===== src/rtl/rhu_pkg.sv =====
package rhu_pkg;

    // Operand multiplexer select encoding
    typedef enum logic [1:0] {
        SRC_RF  = 2'b00,
        SRC_WB  = 2'b01,
        SRC_MEM = 2'b10
    } opnd_src_e;

    // Interlock state machine
    typedef enum logic {
        ST_FLOW   = 1'b0,
        ST_BUBBLE = 1'b1
    } ilk_state_e;

endpackage


===== src/rtl/bypass_pick.sv =====
module bypass_pick
    import rhu_pkg::*;
#(
    parameter int REG_AW = 5
) (
    input  logic [REG_AW-1:0] src,
    input  logic [REG_AW-1:0] mem_rd,
    input  logic              mem_we,
    input  logic [REG_AW-1:0] wb_rd,
    input  logic              wb_we,
    output opnd_src_e         pick
);

    logic mem_hit;
    logic wb_hit;

    always_comb begin
        mem_hit = mem_we && (mem_rd != '0) && (mem_rd == src);
        wb_hit  = wb_we  && (wb_rd  != '0) && (wb_rd  == src);
        if (mem_hit) begin
            pick = SRC_MEM;
        end else if (wb_hit) begin
            pick = SRC_WB;
        end else begin
            pick = SRC_RF;
        end
    end

endmodule


===== src/rtl/loaduse_detect.sv =====
module loaduse_detect #(
    parameter int REG_AW  = 5,
    parameter int NUM_SRC = 2
) (
    input  logic [NUM_SRC-1:0][REG_AW-1:0] id_src,
    input  logic [REG_AW-1:0]              ex_rd,
    input  logic                           ex_we,
    input  logic                           ex_memrd,
    output logic                           hazard
);

    logic [NUM_SRC-1:0] src_hit;
    logic               producer_ok;

    assign producer_ok = ex_memrd && ex_we && (ex_rd != '0);

    for (genvar k = 0; k < NUM_SRC; k++) begin : g_cmp
        assign src_hit[k] = (id_src[k] == ex_rd);
    end

    assign hazard = producer_ok && (|src_hit);

endmodule


===== src/rtl/interlock_fsm.sv =====
module interlock_fsm
    import rhu_pkg::*;
(
    input  logic clk,
    input  logic rst_n,
    input  logic hazard,
    output logic hold_front,
    output logic bubble_req,
    output logic fwd_enable
);

    ilk_state_e state_q;
    ilk_state_e state_d;

    always_ff @(posedge clk or negedge rst_n) begin
        if (!rst_n) begin
            state_q <= ST_FLOW;
        end else begin
            state_q <= state_d;
        end
    end

    always_comb begin
        state_d    = state_q;
        hold_front = 1'b0;
        bubble_req = 1'b0;
        fwd_enable = 1'b1;
        unique case (state_q)
            ST_FLOW: begin
                if (hazard) begin
                    hold_front = 1'b1;
                    bubble_req = 1'b1;
                    state_d    = ST_BUBBLE;
                end
            end
            ST_BUBBLE: begin
                fwd_enable = 1'b0;
                state_d    = ST_FLOW;
            end
        endcase
    end

endmodule


===== src/rtl/raw_hazard_unit.sv =====
module raw_hazard_unit
    import rhu_pkg::*;
#(
    parameter int REG_AW  = 5,
    parameter int NUM_SRC = 2
) (
    input  logic                           clk,
    input  logic                           rst_n,
    input  logic [NUM_SRC-1:0][REG_AW-1:0] id_src,
    input  logic [NUM_SRC-1:0][REG_AW-1:0] ex_src,
    input  logic [REG_AW-1:0]              ex_rd,
    input  logic                           ex_we,
    input  logic                           ex_memrd,
    input  logic [REG_AW-1:0]              mem_rd,
    input  logic                           mem_we,
    input  logic [REG_AW-1:0]              wb_rd,
    input  logic                           wb_we,
    output logic [NUM_SRC-1:0][1:0]        fwd_sel,
    output logic                           hold_front,
    output logic                           bubble_req
);

    logic hazard;
    logic fwd_enable;

    loaduse_detect #(
        .REG_AW  (REG_AW),
        .NUM_SRC (NUM_SRC)
    ) u_detect (
        .id_src   (id_src),
        .ex_rd    (ex_rd),
        .ex_we    (ex_we),
        .ex_memrd (ex_memrd),
        .hazard   (hazard)
    );

    interlock_fsm u_fsm (
        .clk        (clk),
        .rst_n      (rst_n),
        .hazard     (hazard),
        .hold_front (hold_front),
        .bubble_req (bubble_req),
        .fwd_enable (fwd_enable)
    );

    for (genvar k = 0; k < NUM_SRC; k++) begin : g_opnd
        opnd_src_e pick;

        bypass_pick #(
            .REG_AW (REG_AW)
        ) u_pick (
            .src    (ex_src[k]),
            .mem_rd (mem_rd),
            .mem_we (mem_we),
            .wb_rd  (wb_rd),
            .wb_we  (wb_we),
            .pick   (pick)
        );

        assign fwd_sel[k] = fwd_enable ? pick : SRC_RF;
    end

endmodule


===== config.mk =====
export PLATFORM = sky130hd
export DESIGN_NAME = raw_hazard_unit
export DESIGN_NICKNAME = d
export VERILOG_FILES = /design/src/rtl/rhu_pkg.sv /design/src/rtl/bypass_pick.sv /design/src/rtl/loaduse_detect.sv /design/src/rtl/interlock_fsm.sv /design/src/rtl/raw_hazard_unit.sv
export SDC_FILE = /design/constraint.sdc
export NUM_CORES = 1
export LEC_CHECK = 0
export CAP_MARGIN = 40
export CORE_UTILIZATION = 26
export DETAILED_ROUTE_END_ITERATION = 10
export GPL_TIMING_DRIVEN = 0
export MAX_ROUTING_LAYER = met4
export PLACE_DENSITY_LB_ADDON = 0.15
export SLEW_MARGIN = 20
export SYNTH_ARGS = -nofsm -noshare
export SYNTH_HDL_FRONTEND = slang
export SYNTH_SLANG_ARGS = --single-unit

===== constraint.sdc =====
create_clock -name clk -period 4.5 [get_ports clk]
set_input_delay 0.9 -clock clk [delete_from_list [all_inputs] [get_ports clk]]
set_output_delay 0.9 -clock clk [all_outputs]
set_load 0.05 [all_outputs]

==> results.json <==
{
  "crit_required_ns": 3.60,
  "worst_slew_pin_slew_ns": 0.496,
  "clock_power_share": 0,
  "syn_to_final_growth_pct": 105,
  "nFillCells": 156,
  "crit_type": "in -> out",
  "coreArea_um2": 1580,
  "die-area_um2": 1920,
  "power_frac_seq": 0.107,
  "grtUsageTotal": 0.164,
  "drive_gt1_frac": 0.0385,
  "hp-class": "reg -> reg",
  "fmax_mhz": 235,
  "synthCells": 58,
  "p_comb_frac": 0.893,
  "period_share": 0.944,
  "max_cap_viol_count": 0,
  "powerDensity_nw_per_um2": 95.6,
  "cpPeakStageDelay_ns": 0.84,
  "cts_setup_buffers": 0,
  "grt_antenna_before_repair": 0,
  "synthXorXnorAreaFrac": 0.577,
  "holdWs_ns": 0.660,
  "biggestRegsByFlops": "u_fsm.state_q: 1 flops",
  "crit_chain": "clkdlybuf4s50_1, or4_1, o21ai_2, nor3_1, nor4_2, clkdlybuf4s50_1",
  "maxSlewHeadroom": 0.668,
  "wirelength_mm": 1.44,
  "p_sw_frac": 0.343,
  "io_buffers": 46,
  "num_vias": 563,
  "setup_tns_ns": 0,
  "synth_area_um2": 455,
  "largest_reg_flops": 1,
  "critPathSlowestCell": "clkdlybuf4s50_1",
  "viasPerCell": 4.69,
  "fp.dieW_um": 43.9,
  "fin_worst_skew_ns": 0,
  "drv_slew": 0,
  "synth_compound_area_frac": 0.0522,
  "synth_nets": 99,
  "gp_congestion": 0.787,
  "grt-ovfl-total": 0,
  "initial_utilization": 0.289,
  "drc_errors": 0,
  "end_kind": "primary output",
  "ys_types": 16,
  "clock_latency_ns": 0,
  "ant_nets": 0,
  "grt_pass1_wl_mm": 2.46,
  "arrival_ns": 3.35,
  "cts_resized": 0,
  "ios": 47,
  "synth-seq-cells": 1,
  "power_mw": 0.0895,
  "grt_pass1_vias": 566,
  "yosys_warnings": 0,
  "status": "completed",
  "power.leakage_nw": 0.324,
  "fin_nets": 147,
  "path_clk_slew_ns": 0,
  "p_int_mw": 0.0588,
  "drt-pass1-iter-count": 6,
  "yosysTopAreaCellShare": 0.308,
  "p_switching_mw": 0.0307,
  "yosys.area_share.simple": 0.299,
  "hold_buffers": 0,
  "rows": 14,
  "cp_common_cell": "clkdlybuf4s50_1",
  "place_ws_ns": 0.238,
  "yosysSeqAreaShare": 0.0549,
  "syn_avg_cell_area_um2": 7.85,
  "peakVddDrop_mv": 0.0630,
  "routedWlPerCell_um": 12.0,
  "place_inst": 120,
  "grt_max_degree": 5,
  "cp-start-kind": "primary input",
  "drtIter0Drc": 4,
  "synth_mux_area_frac": 0,
  "synth_top_family_by_area": "XOR/XNOR gates",
  "hold_viol": 0,
  "worstPathMaxFanout": 4,
  "die_h_um": 43.9,
  "yosys.area_share.adder": 0,
  "critPathTopFamily": "buffers and inverters",
  "fin_ws_ns": 0.252,
  "fin_cells": 120,
  "largest_register": "u_fsm.state_q",
  "worst-path-buf-inv": 2,
  "synth_area_leaders": "xor2_1 31%, xnor2_1 27%, or4_1 8.2%",
  "rsz0062_at_grt": "false",
  "finalSetupViolCount": 0,
  "min_period_ns": 4.25,
  "yosysTopAreaCell": "xor2_1",
  "n_antenna_cell": 0
}
kinds of logic after synthesis:
kind of cell | count (synthesis)
flip-flops | 1
AO/OA/AOI/OAI | 4
XOR/XNOR | 30
buffers and inverters | 1
AND/OR/NAND/NOR | 22
stage by stage:
stage,utilization,cell area [µm²]
floorplan,-,455
global placement,0.594,936
detailed placement,0.594,936
CTS,0.594,936
global route,0.594,936
finish,0.594,936
worst reg2reg max path: stages (launching register included):
cell	delay (ns)
dfrtp_1	0.41
nor2_1	0.11
o21ai_0	0.08
a21oi_1	0.24
power by group through the flow:
stage | logic (mW) | registers (mW) | clock network, mW
2_1_floorplan | 0.0310 | 0.00946 | 0
3_3_place_gp | 0.0796 | 0.00955 | 0
3_5_place_dp | 0.0802 | 0.00956 | 0
4_1_cts | 0.0807 | 0.00956 | 0
5_1_grt | 0.0869 | 0.00959 | 0
6_report | 0.0799 | 0.00957 | 0
final cells by class:
class | instances | area, µm² | share of cell area
Buffer | 1 | 7.51 | 0.00802
Tap cell | 16 | 20.0 | 0.0214
Timing Repair Buffer | 46 | 460 | 0.492
Sequential cell | 1 | 25.0 | 0.0267
Multi-Input combinational cell | 56 | 423 | 0.452
cells in the final DEF (no fill, tap or decap):
cell	count
or4_1	5
nand2_1	3
nor3_1	4
a21oi_1	1
nor4_1	2
nor2_1	1
o21ai_1	1
nand3_1	4
buf_4	1
clkdlybuf4s50_1	46
nor2b_1	1
nor4_2	2
dfrtp_1	1
xnor2_1	14
xor2_1	16
o21ai_2	1
o21ai_0	1
metal layers:
metal	global-route usage	vias to the layer above	part of all wire	wire length (µm)
met4	0	0	0	0
met2	0.281	27	0.47	679
met5	-	-	0	0
li1	-	298	-	-
met3	0.00417	0	0.065	94
met1	0.231	238	0.46	669
cells in the mapped netlist:
library cell and count:
nor4_1 2, buf_4 1, dfrtp_1 1, a21oi_1 1, nor2_1 1, nor4_2 2
nor3_1 4, xnor2_1 14, o21ai_2 1, o21ai_0 1, nand3_1 4, xor2_1 16
nor2b_1 1, nand2_1 3, o21ai_1 1, or4_1 5
final timing paths:
path	start	endpoint	slack, ns	depth (start not counted)
min in group asynchronous	rst_n	u_fsm.state_q	1.05	1
min reg2reg	u_fsm.state_q	u_fsm.state_q	0.66	3
max	mem_rd[2]	fwd_sel[2]	0.25	6
max reg2reg	u_fsm.state_q	u_fsm.state_q	3.54	3
min	u_fsm.state_q	u_fsm.state_q	0.66	3
max in group asynchronous	rst_n	u_fsm.state_q	3.35	1
(Power assumes the default switching activity.)
